--- src/rtl/burn_pkg.sv ---
package burn_pkg;

    typedef enum logic [3:0] {
        ST_IDLE,
        ST_POWER,
        ST_FETCH,
        ST_SETUP,
        ST_PULSE,
        ST_HOLD,
        ST_TURN,
        ST_VERIFY,
        ST_CSET,
        ST_CREAD
    } burn_state_e;

    typedef enum logic [1:0] {
        SUP_OFF  = 2'd0,
        SUP_PROG = 2'd1,
        SUP_VHI  = 2'd2,
        SUP_VLO  = 2'd3
    } supply_e;

endpackage

--- src/rtl/burn_timer.sv ---
module burn_timer #(
    parameter int W = 8
) (
    input  logic         clk,
    input  logic         rst_n,
    input  logic         load_i,
    input  logic [W-1:0] len_i,
    output logic         expired_o
);

    logic [W-1:0] cnt_q;

    // Loading len makes the owning state last exactly len cycles.
    always_ff @(posedge clk or negedge rst_n) begin
        if (!rst_n) begin
            cnt_q <= '0;
        end else if (load_i) begin
            cnt_q <= len_i - 1'b1;
        end else if (cnt_q != '0) begin
            cnt_q <= cnt_q - 1'b1;
        end
    end

    assign expired_o = (cnt_q == '0);


    len_nonzero_chk: assert property (@(posedge clk) disable iff (!rst_n)
        load_i |-> (len_i != '0));

endmodule

--- src/rtl/burn_retry.sv ---
module burn_retry #(
    parameter int MAX_PULSES = 25,
    parameter int W          = 5
) (
    input  logic         clk,
    input  logic         rst_n,
    input  logic         clr_i,
    input  logic         inc_i,
    output logic [W-1:0] cnt_o,
    output logic         last_o
);

    logic [W-1:0] cnt_q;

    always_ff @(posedge clk or negedge rst_n) begin
        if (!rst_n) begin
            cnt_q <= '0;
        end else if (clr_i) begin
            cnt_q <= '0;
        end else if (inc_i) begin
            cnt_q <= cnt_q + 1'b1;
        end
    end

    assign cnt_o  = cnt_q;
    // A failing verify with this many earlier misses used up the ceiling.
    assign last_o = (cnt_q == W'(MAX_PULSES - 1));


    retry_ceiling_chk: assert property (@(posedge clk) disable iff (!rst_n)
        cnt_q < W'(MAX_PULSES));


    no_inc_at_ceiling_chk: assert property (@(posedge clk) disable iff (!rst_n)
        (inc_i && !clr_i) |-> !last_o);

endmodule

--- src/rtl/word_burn_seq.sv ---
module word_burn_seq
    import burn_pkg::*;
#(
    parameter int ADDR_W     = 8,
    parameter int DATA_W     = 16,
    parameter int CLK_PER_US = 4,
    parameter int PULSE_US   = 50,
    parameter int SETUP_US   = 2,
    parameter int HOLD_US    = 2,
    parameter int MAX_PULSES = 25,
    parameter int RD_DLY     = 3
) (
    input  logic              clk,
    input  logic              rst_n,
    input  logic              start_i,
    input  logic [ADDR_W-1:0] first_addr_i,
    input  logic [ADDR_W-1:0] last_addr_i,
    output logic [ADDR_W-1:0] src_addr_o,
    input  logic [DATA_W-1:0] src_data_i,
    output logic [ADDR_W-1:0] tgt_addr_o,
    output logic [DATA_W-1:0] tgt_wdata_o,
    output logic              tgt_wdata_en_o,
    input  logic [DATA_W-1:0] tgt_rdata_i,
    output logic              tgt_ce_n_o,
    output logic              tgt_oe_n_o,
    output logic [1:0]        supply_sel_o,
    output logic              busy_o,
    output logic              done_o,
    output logic              fail_o,
    output logic [ADDR_W-1:0] fail_addr_o
);

    localparam int SET_CYC   = SETUP_US * CLK_PER_US;
    localparam int PULSE_CYC = PULSE_US * CLK_PER_US;
    localparam int HOLD_CYC  = HOLD_US * CLK_PER_US;
    localparam int TW        = $clog2(PULSE_CYC + SET_CYC + HOLD_CYC + RD_DLY + 2);
    localparam int RW        = $clog2(MAX_PULSES + 1);

    burn_state_e state_q, state_d;

    logic [ADDR_W-1:0] first_q, last_q, addr_q, fail_addr_q;
    logic [DATA_W-1:0] din_q;
    logic              pass2_q, done_q, fail_q;

    logic          tmr_load, tmr_exp;
    logic [TW-1:0] tmr_len;
    logic          r_clr, r_inc, r_last;
    logic [RW-1:0] r_cnt;

    logic accept, a_first, a_next, lat_din, set_pass2, fin_ok, fin_fail;
    logic last_hit;

    burn_timer #(.W(TW)) u_timer (
        .clk       (clk),
        .rst_n     (rst_n),
        .load_i    (tmr_load),
        .len_i     (tmr_len),
        .expired_o (tmr_exp)
    );

    burn_retry #(.MAX_PULSES(MAX_PULSES), .W(RW)) u_retry (
        .clk    (clk),
        .rst_n  (rst_n),
        .clr_i  (r_clr),
        .inc_i  (r_inc),
        .cnt_o  (r_cnt),
        .last_o (r_last)
    );

    assign last_hit = (addr_q == last_q);

    // Next state, timer loads and datapath actions
    always_comb begin
        state_d   = state_q;
        tmr_load  = 1'b0;
        tmr_len   = '0;
        r_clr     = 1'b0;
        r_inc     = 1'b0;
        accept    = 1'b0;
        a_first   = 1'b0;
        a_next    = 1'b0;
        lat_din   = 1'b0;
        set_pass2 = 1'b0;
        fin_ok    = 1'b0;
        fin_fail  = 1'b0;
        unique case (state_q)
            ST_IDLE: begin
                if (start_i) begin
                    accept   = 1'b1;
                    state_d  = ST_POWER;
                    tmr_load = 1'b1;
                    tmr_len  = TW'(SET_CYC);
                end
            end
            ST_POWER: begin
                if (tmr_exp) begin
                    state_d = ST_FETCH;
                    a_first = 1'b1;
                    r_clr   = 1'b1;
                end
            end
            ST_FETCH: begin
                state_d  = ST_SETUP;
                lat_din  = 1'b1;
                tmr_load = 1'b1;
                tmr_len  = TW'(SET_CYC);
            end
            ST_SETUP: begin
                if (tmr_exp) begin
                    state_d  = ST_PULSE;
                    tmr_load = 1'b1;
                    tmr_len  = TW'(PULSE_CYC);
                end
            end
            ST_PULSE: begin
                if (tmr_exp) begin
                    state_d  = ST_HOLD;
                    tmr_load = 1'b1;
                    tmr_len  = TW'(HOLD_CYC);
                end
            end
            ST_HOLD: begin
                if (tmr_exp) begin
                    state_d  = ST_TURN;
                    tmr_load = 1'b1;
                    tmr_len  = TW'(SET_CYC);
                end
            end
            ST_TURN: begin
                if (tmr_exp) begin
                    state_d  = ST_VERIFY;
                    tmr_load = 1'b1;
                    tmr_len  = TW'(RD_DLY);
                end
            end
            ST_VERIFY: begin
                if (tmr_exp) begin
                    if (tgt_rdata_i == din_q) begin
                        if (last_hit) begin
                            state_d  = ST_CSET;
                            a_first  = 1'b1;
                            tmr_load = 1'b1;
                            tmr_len  = TW'(SET_CYC);
                        end else begin
                            state_d = ST_FETCH;
                            a_next  = 1'b1;
                            r_clr   = 1'b1;
                        end
                    end else if (r_last) begin
                        state_d  = ST_IDLE;
                        fin_fail = 1'b1;
                    end else begin
                        state_d = ST_FETCH;
                        r_inc   = 1'b1;
                    end
                end
            end
            ST_CSET: begin
                if (tmr_exp) begin
                    state_d  = ST_CREAD;
                    tmr_load = 1'b1;
                    tmr_len  = TW'(RD_DLY);
                end
            end
            ST_CREAD: begin
                if (tmr_exp) begin
                    if (tgt_rdata_i != src_data_i) begin
                        state_d  = ST_IDLE;
                        fin_fail = 1'b1;
                    end else if (last_hit && pass2_q) begin
                        state_d = ST_IDLE;
                        fin_ok  = 1'b1;
                    end else begin
                        state_d   = ST_CSET;
                        tmr_load  = 1'b1;
                        tmr_len   = TW'(SET_CYC);
                        a_first   = last_hit;
                        set_pass2 = last_hit;
                        a_next    = !last_hit;
                    end
                end
            end
            default: state_d = ST_IDLE;
        endcase
    end

    // State register
    always_ff @(posedge clk or negedge rst_n) begin
        if (!rst_n) begin
            state_q <= ST_IDLE;
        end else begin
            state_q <= state_d;
        end
    end

    // Datapath registers
    always_ff @(posedge clk or negedge rst_n) begin
        if (!rst_n) begin
            first_q     <= '0;
            last_q      <= '0;
            addr_q      <= '0;
            din_q       <= '0;
            fail_addr_q <= '0;
            pass2_q     <= 1'b0;
            done_q      <= 1'b0;
            fail_q      <= 1'b0;
        end else begin
            if (accept) begin
                first_q <= first_addr_i;
                last_q  <= last_addr_i;
                pass2_q <= 1'b0;
                done_q  <= 1'b0;
                fail_q  <= 1'b0;
            end
            if (a_first) begin
                addr_q <= first_q;
            end else if (a_next) begin
                addr_q <= addr_q + 1'b1;
            end
            if (lat_din) begin
                din_q <= src_data_i;
            end
            if (set_pass2) begin
                pass2_q <= 1'b1;
            end
            if (fin_ok) begin
                done_q <= 1'b1;
            end
            if (fin_fail) begin
                done_q      <= 1'b1;
                fail_q      <= 1'b1;
                fail_addr_q <= addr_q;
            end
        end
    end

    // Outputs decoded from the state
    always_comb begin
        tgt_ce_n_o     = 1'b1;
        tgt_oe_n_o     = 1'b1;
        tgt_wdata_en_o = 1'b0;
        supply_sel_o   = SUP_OFF;
        busy_o         = 1'b1;
        unique case (state_q)
            ST_IDLE:   busy_o = 1'b0;
            ST_POWER:  supply_sel_o = SUP_PROG;
            ST_FETCH:  supply_sel_o = SUP_PROG;
            ST_SETUP: begin
                supply_sel_o   = SUP_PROG;
                tgt_wdata_en_o = 1'b1;
            end
            ST_PULSE: begin
                supply_sel_o   = SUP_PROG;
                tgt_wdata_en_o = 1'b1;
                tgt_ce_n_o     = 1'b0;
            end
            ST_HOLD: begin
                supply_sel_o   = SUP_PROG;
                tgt_wdata_en_o = 1'b1;
            end
            ST_TURN:   supply_sel_o = SUP_PROG;
            ST_VERIFY: begin
                supply_sel_o = SUP_PROG;
                tgt_oe_n_o   = 1'b0;
            end
            ST_CSET:   supply_sel_o = pass2_q ? SUP_VLO : SUP_VHI;
            ST_CREAD: begin
                supply_sel_o = pass2_q ? SUP_VLO : SUP_VHI;
                tgt_oe_n_o   = 1'b0;
            end
            default: busy_o = 1'b0;
        endcase
    end

    assign tgt_addr_o  = addr_q;
    assign src_addr_o  = addr_q;
    assign tgt_wdata_o = din_q;
    assign done_o      = done_q;
    assign fail_o      = fail_q;
    assign fail_addr_o = fail_addr_q;

    // Pulse length monitor counter
    logic [TW-1:0] pw_cnt;
    always_ff @(posedge clk or negedge rst_n) begin
        if (!rst_n) begin
            pw_cnt <= '0;
        end else if (!tgt_ce_n_o) begin
            pw_cnt <= pw_cnt + 1'b1;
        end else begin
            pw_cnt <= '0;
        end
    end


    pulse_width_chk: assert property (@(posedge clk) disable iff (!rst_n)
        $rose(tgt_ce_n_o) |-> (pw_cnt == TW'(PULSE_CYC)));


    pulse_supply_chk: assert property (@(posedge clk) disable iff (!rst_n)
        !tgt_ce_n_o |-> (supply_sel_o == SUP_PROG && tgt_wdata_en_o && tgt_oe_n_o));


    bus_release_chk: assert property (@(posedge clk) disable iff (!rst_n)
        !tgt_oe_n_o |-> !tgt_wdata_en_o);


    done_sticky_chk: assert property (@(posedge clk) disable iff (!rst_n)
        (done_o && !(start_i && !busy_o)) |=> done_o);


    fail_addr_hold_chk: assert property (@(posedge clk) disable iff (!rst_n)
        (fail_o && !(start_i && !busy_o)) |=> (fail_o && $stable(fail_addr_o)));


    busy_start_chk: assert property (@(posedge clk) disable iff (!rst_n)
        (busy_o && start_i) |=> (first_q == $past(first_q) && last_q == $past(last_q)));


    idle_supply_chk: assert property (@(posedge clk) disable iff (!rst_n)
        !busy_o |-> (supply_sel_o == SUP_OFF));

endmodule

--- config.mk ---
export PLATFORM = sky130hd
export DESIGN_NAME = word_burn_seq
export DESIGN_NICKNAME = d
export VERILOG_FILES = /design/src/rtl/burn_pkg.sv /design/src/rtl/burn_timer.sv /design/src/rtl/burn_retry.sv /design/src/rtl/word_burn_seq.sv
export SDC_FILE = /design/constraint.sdc
export NUM_CORES = 1
export LEC_CHECK = 0
export BUFFER_PORTS_ARGS = -buffer_cell sky130_fd_sc_hd__clkbuf_2
export CORE_MARGIN = 2
export CORE_UTILIZATION = 35
export CTS_CLUSTER_SIZE = 14
export DETAILED_ROUTE_END_ITERATION = 10
export HOLD_SLACK_MARGIN = 0.05
export SKIP_CTS_REPAIR_TIMING = 1
export SLEW_MARGIN = 20
export SYNTH_ARGS = -nofsm -noshare
export SYNTH_HDL_FRONTEND = slang
export SYNTH_SLANG_ARGS = --single-unit
--- constraint.sdc ---
create_clock -name clk -period 2.5 [get_ports clk]
set_input_delay 0.125 -clock clk [delete_from_list [all_inputs] [get_ports clk]]
set_output_delay 0.125 -clock clk [all_outputs]
set_load 0.05 [all_outputs]
==> report_table.html <==
<table>
<tr><th>Metric</th><th>Value</th></tr>
<tr><th colspan="2">Clock tree</th></tr>
<tr><td>Number of buffers between clock root and the deepest sink</td><td>2</td></tr>
<tr><td>H-tree lvl count</td><td>3</td></tr>
<tr><td>Clock-pin slew on the worst setup and hold paths</td><td>0.08 ns</td></tr>
<tr><td>TritonCTS Sinks</td><td>68</td></tr>
<tr><td>Clk_lat worst skew</td><td>0.35 ns</td></tr>
<tr><td>TritonCTS Buffers</td><td>9</td></tr>
<tr><td>Library cell used as clock root buffer</td><td>sky130_fd_sc_hd__clkbuf_8</td></tr>
<tr><td>TritonCTS clock tree</td><td>done</td></tr>
<tr><th colspan="2">Hold path</th></tr>
<tr><td>Class of the tightest hold or removal check</td><td>input port to flop</td></tr>
<tr><td>Hold path start</td><td>src_data_i[10]</td></tr>
<tr><td>Worst Hold Path EP</td><td>tgt_wdata_o[10]</td></tr>
<tr><td>Hold-critical path depth</td><td>2</td></tr>
<tr><th colspan="2">Route</th></tr>
<tr><td>Drt drc</td><td>0</td></tr>
<tr><td>Via count</td><td>3288</td></tr>
<tr><td>Vias per Instance</td><td>4.84</td></tr>
<tr><td>Routed Antenna Nets</td><td>0</td></tr>
<tr><td>Drt first-iter violations</td><td>91</td></tr>
<tr><td>Total detailed-routing wirelength</td><td>10200 um</td></tr>
<tr><td>Routed len/inst</td><td>15.1 um</td></tr>
<tr><td>Detailed-router iteration count before antenna repair</td><td>4</td></tr>
<tr><th colspan="2">Floorplanning</th></tr>
<tr><td>Die Width</td><td>109 um</td></tr>
<tr><td>Io pins</td><td>99</td></tr>
<tr><td>Initial core utilization</td><td>0.358</td></tr>
<tr><td>Core area</td><td>10800 um2</td></tr>
<tr><td>Die area</td><td>11900 um2</td></tr>
<tr><td>Die extent in y</td><td>109 um</td></tr>
<tr><td>Number of standard-cell rows in the floorplan</td><td>38</td></tr>
<tr><th colspan="2">Logic synthesis</th></tr>
<tr><td>Post-synthesis sequential area ratio</td><td>0.440</td></tr>
<tr><td>Yosys warnings</td><td>0</td></tr>
<tr><td>Summed instance area of the synthesized netlist</td><td>3870 um2</td></tr>
<tr><td>Dominant combinational cell family by area after synthesis</td><td>simple AND/OR/NAND/NOR gates</td></tr>
<tr><td>Adder and majority gate portion of the synthesized area</td><td>0.0129</td></tr>
<tr><td>Proportion of synthesized area in mux cells</td><td>0.133</td></tr>
<tr><td>Cell variety after synth</td><td>60</td></tr>
<tr><td>Synthesized net count</td><td>409</td></tr>
<tr><td>Number of enable-type register cells in the synthesized netlist</td><td>0</td></tr>
<tr><td>Primary flip-flop cell chosen by synthesis mapping</td><td>sky130_fd_sc_hd__dfrtp_1</td></tr>
<tr><td>Number of cells produced by synthesis</td><td>354</td></tr>
<tr><td>XOR/XNOR share of the synthesized area</td><td>0.113</td></tr>
<tr><td>Area fraction in compound gates after synthesis</td><td>0.0987</td></tr>
<tr><td>Simple-gate area share of the yosys netlist</td><td>0.166</td></tr>
<tr><td>Mean area per synthesized cell</td><td>10.9 um2</td></tr>
<tr><td>Proportion of synthesized flip-flops having asynchronous set or reset</td><td>1.00</td></tr>
<tr><td>#FFs+latches synth</td><td>68</td></tr>
<tr><th colspan="2">Finish</th></tr>
<tr><td>Fraction of layout cells with a size suffix above 1</td><td>0.512</td></tr>
<tr><td>Diodes inserted</td><td>0</td></tr>
<tr><td>Area Overhead vs Synth</td><td>42.4%</td></tr>
<tr><td>Final instance area</td><td>5510 um2</td></tr>
<tr><td>Number of filler cells placed in the layout</td><td>992</td></tr>
<tr><td>Layout Nets</td><td>589</td></tr>
<tr><th colspan="2">STA</th></tr>
<tr><td>Period utilisation layout</td><td>1.07</td></tr>
<tr><td>Max-Slew Margin vs Limit</td><td>0.546</td></tr>
<tr><td>Final setup TNS</td><td>-0.229 ns</td></tr>
<tr><td>Final critical path time including I/O delays and setup</td><td>2.67 ns</td></tr>
<tr><td>Slew of the pin with the lowest slew margin</td><td>0.678 ns</td></tr>
<tr><td>Count of endpoints failing hold in the final timing report</td><td>0</td></tr>
<tr><td>Number of max-slew violations in the final report</td><td>0</td></tr>
<tr><td>Final WS setup</td><td>-0.165 ns</td></tr>
<tr><td># setup viols final</td><td>2</td></tr>
<tr><td>Setup repair after global routing missed its margin</td><td>yes</td></tr>
<tr><td>Setup skew after layout</td><td>0.00993 ns</td></tr>
<tr><td>Peak clock frequency supported by timing</td><td>375 MHz</td></tr>
<tr><td>Hold_ws</td><td>0.0511 ns</td></tr>
<tr><th colspan="2">Worst setup path</th></tr>
<tr><td>Cells along the critical path</td><td>xor2_1 -&gt; nor4_2 -&gt; buf_4 -&gt; nand2_2 -&gt; nor3_2 -&gt; o21ai_2 -&gt; and2_4 -&gt; a21oi_2 -&gt; ha_2 -&gt; nand2_1 -&gt; xnor2_1 -&gt; nand2_1 -&gt; nand2b_1 -&gt; a31oi_2 -&gt; a211oi_2</td></tr>
<tr><td>Most used cell, CP</td><td>sky130_fd_sc_hd__nand2_1</td></tr>
<tr><td>Endpoint type of the worst setup path</td><td>flop</td></tr>
<tr><td>CP arrival</td><td>2.90 ns</td></tr>
<tr><td>Worst reg2reg setup slack</td><td>-0.17 ns</td></tr>
<tr><td>Required time at the endpoint of the critical path</td><td>2.73 ns</td></tr>
<tr><td>Endpoint of the lowest-slack register-to-register path</td><td>u_timer.cnt_q[6]</td></tr>
<tr><td>Kind of cell with the highest combined delay on the critical path</td><td>simple AND/OR/NAND/NOR gates</td></tr>
<tr><td>Crit-path max cell delay</td><td>0.42 ns</td></tr>
<tr><td>Cell with the biggest individual delay on the critical path</td><td>sky130_fd_sc_hd__dfrtp_2</td></tr>
<tr><td>Critical Path Fanout Max</td><td>3</td></tr>
<tr><td>Combined buffer and inverter count along the critical path</td><td>1</td></tr>
<tr><td>Type of origin of the critical path</td><td>flop</td></tr>
<tr><td>WS Path Type</td><td>flop to flop</td></tr>
<tr><td>Worst r2r path cells</td><td>15</td></tr>
<tr><td>Startpoint of the worst-slack reg-to-reg timing path</td><td>src_addr_o[4]</td></tr>
<tr><th colspan="2">Placed design</th></tr>
<tr><td>Placed inst area</td><td>4920 um2</td></tr>
<tr><td>Final weighted congestion in routability-driven placement</td><td>0.829</td></tr>
<tr><td>HPWL reported at the end of detailed placement</td><td>7460 um</td></tr>
<tr><td>Port-buffer cells</td><td>98</td></tr>
<tr><th colspan="2">Pwr</th></tr>
<tr><td>Maximum vdd ir drop</td><td>0.575 mV</td></tr>
<tr><td>PwrDens</td><td>849 nW/um2</td></tr>
<tr><td>Leakage</td><td>2.58 nW</td></tr>
<tr><th colspan="2">GRT</th></tr>
<tr><td>Largest net degree at the start of global routing</td><td>28</td></tr>
<tr><td>Global route overflow</td><td>0</td></tr>
<tr><td>Global-route wire length before repair</td><td>15700 um</td></tr>
<tr><td>Number of antenna violations at the first check in global routing</td><td>0</td></tr>
<tr><td>GR Util All Layers</td><td>0.171</td></tr>
<tr><td>Via count of the first global-routing pass</td><td>3148</td></tr>
<tr><th colspan="2">Job</th></tr>
<tr><td>Number of max-cap violations</td><td>0</td></tr>
<tr><th colspan="2">Status</th></tr>
<tr><td>Failing checks</td><td>setup timing</td></tr>
<tr><td>Result of the run</td><td>finished with violations</td></tr>
</table>
placed cells by master (no fill, tap or decap), types with 4 or more instances in the layout:
master	n
sky130_fd_sc_hd__a211oi_1	4
sky130_fd_sc_hd__a21oi_1	12
sky130_fd_sc_hd__and3_1	4
sky130_fd_sc_hd__buf_4	61
sky130_fd_sc_hd__clkbuf_2	97
sky130_fd_sc_hd__clkbuf_8	11
sky130_fd_sc_hd__dfrtp_1	46
sky130_fd_sc_hd__dfrtp_2	22
sky130_fd_sc_hd__dlygate4sd3_1	27
sky130_fd_sc_hd__inv_1	8
sky130_fd_sc_hd__mux2_2	34
sky130_fd_sc_hd__mux2_4	8
sky130_fd_sc_hd__nand2_1	22
sky130_fd_sc_hd__nand3_1	8
sky130_fd_sc_hd__nand4_1	4
sky130_fd_sc_hd__nor2_1	20
sky130_fd_sc_hd__nor3_1	5
sky130_fd_sc_hd__nor4_1	6
sky130_fd_sc_hd__o21ai_0	12
sky130_fd_sc_hd__or2_2	4
sky130_fd_sc_hd__xnor2_1	12
sky130_fd_sc_hd__xor2_1	38
flip-flops by register name, indices dropped and copies added, names as in the netlist, 4 cells and up:
name           count
last_q             8
state_q            4
src_addr_o         8
fail_addr_o        8
tgt_wdata_o       16
first_q            8
u_timer.cnt_q      8
u_retry.cnt_o      5
cell type report:
class	instances	area (um2)	share of cell area
well taps	140	175	0.0318
clock buffers	13	159	0.0289
flip-flops and latches	68	1730	0.314
repair buffers	186	1220	0.221
inverters	8	30.0	0.00545
clock inverters	3	68.8	0.0125
multi-input cells	261	2130	0.386
worst max-delay path by stage:
stage	start	to	slack, ns	cells past startpoint
2_1_floorplan	tgt_wdata_o[1]	u_timer.cnt_q[6]	-0.15	14
3_3_place_gp	tgt_wdata_o[1]	u_timer.cnt_q[6]	-0.20	14
3_5_place_dp	tgt_wdata_o[1]	u_timer.cnt_q[6]	-0.28	14
4_1_cts	tgt_wdata_o[1]	u_timer.cnt_q[6]	-0.31	14
5_1_grt	src_addr_o[4]	u_timer.cnt_q[6]	-0.33	15
6_report	src_addr_o[4]	u_timer.cnt_q[6]	-0.17	15
cell usage after synthesis (2+ instances only):
cell type	count	area [um2]
sky130_fd_sc_hd__ha_1	4	50.1
sky130_fd_sc_hd__mux2_4	8	120
sky130_fd_sc_hd__nor3_1	6	30.0
sky130_fd_sc_hd__o21ai_0	12	60.1
sky130_fd_sc_hd__nand4_1	4	25.0
sky130_fd_sc_hd__xor2_1	38	333
sky130_fd_sc_hd__a31oi_1	4	25.0
sky130_fd_sc_hd__nor4_1	8	50.1
sky130_fd_sc_hd__xnor2_1	12	105
sky130_fd_sc_hd__or2_2	4	25.0
sky130_fd_sc_hd__buf_4	8	60.1
sky130_fd_sc_hd__inv_1	8	30.0
sky130_fd_sc_hd__nand3_1	8	40.0
sky130_fd_sc_hd__o221a_2	2	22.5
sky130_fd_sc_hd__and3_1	4	25.0
sky130_fd_sc_hd__nand2_1	23	86.3
sky130_fd_sc_hd__o2111a_1	2	22.5
sky130_fd_sc_hd__a211oi_1	6	45.0
sky130_fd_sc_hd__a21oi_1	15	75.1
sky130_fd_sc_hd__a21o_1	2	15.0
sky130_fd_sc_hd__and4b_1	2	20.0
sky130_fd_sc_hd__o21ai_1	3	15.0
sky130_fd_sc_hd__buf_2	3	15.0
sky130_fd_sc_hd__clkbuf_1	5	18.8
sky130_fd_sc_hd__a32oi_1	2	17.5
sky130_fd_sc_hd__dfrtp_1	68	1700
sky130_fd_sc_hd__nor3b_1	2	15.0
sky130_fd_sc_hd__nor4_4	2	42.5
sky130_fd_sc_hd__nand2b_1	2	12.5
sky130_fd_sc_hd__nor2_1	21	78.8
sky130_fd_sc_hd__mux2_2	34	383
sky130_fd_sc_hd__nor2b_1	2	12.5
sky130_fd_sc_hd__and2_1	3	18.8
layer usage:
metal	track usage	wire length [um]
met5	0	0
met4	0.0467	82
met3	0.0329	312
met2	0.250	4800
met1	0.256	5030
worst register-to-register path, cell delays in order (launching register included):
cell and delay, ns:
sky130_fd_sc_hd__dfrtp_2 0.42, sky130_fd_sc_hd__xor2_1 0.16, sky130_fd_sc_hd__nor4_2 0.37, sky130_fd_sc_hd__buf_4 0.19
sky130_fd_sc_hd__nand2_2 0.05, sky130_fd_sc_hd__nor3_2 0.22, sky130_fd_sc_hd__o21ai_2 0.09, sky130_fd_sc_hd__and2_4 0.18
sky130_fd_sc_hd__a21oi_2 0.13, sky130_fd_sc_hd__ha_2 0.18, sky130_fd_sc_hd__nand2_1 0.06, sky130_fd_sc_hd__xnor2_1 0.12
sky130_fd_sc_hd__nand2_1 0.10, sky130_fd_sc_hd__nand2b_1 0.08, sky130_fd_sc_hd__a31oi_2 0.18, sky130_fd_sc_hd__a211oi_2 0.05
cells by family (layout without fill, tap and decap cells):
group,after synthesis,count (layout)
XOR/XNOR,50,50
AO/OA/AOI/OAI,58,58
flip-flops,68,68
AND/OR/NAND/NOR,105,106
buffers and inverters,26,210
adder cells (fa/ha/maj),4,4
multiplexers,43,43
power by group:
part	total, mW	leakage, nW	switching [mW]	internal, mW
Clock	1.05	0.114	0.434	0.620
Combinational	1.96	1.63	1.13	0.828
Sequential	1.66	0.840	0.240	1.42
per-stage QoR:
stage | setup slack (ns) | utilization | cells | power, mW
after global routing | -0.325 | 0.510 | 679 | 4.95
after CTS | -0.314 | 0.477 | 648 | 4.61
after detailed placement | -0.283 | 0.456 | 632 | 3.55
after floorplan | -0.147 | - | 354 | 2.89
after global placement | -0.195 | 0.456 | 632 | 3.51
final | -0.165 | 0.510 | 679 | 4.68
No activity file was read; power rests on OpenSTA's default activity.
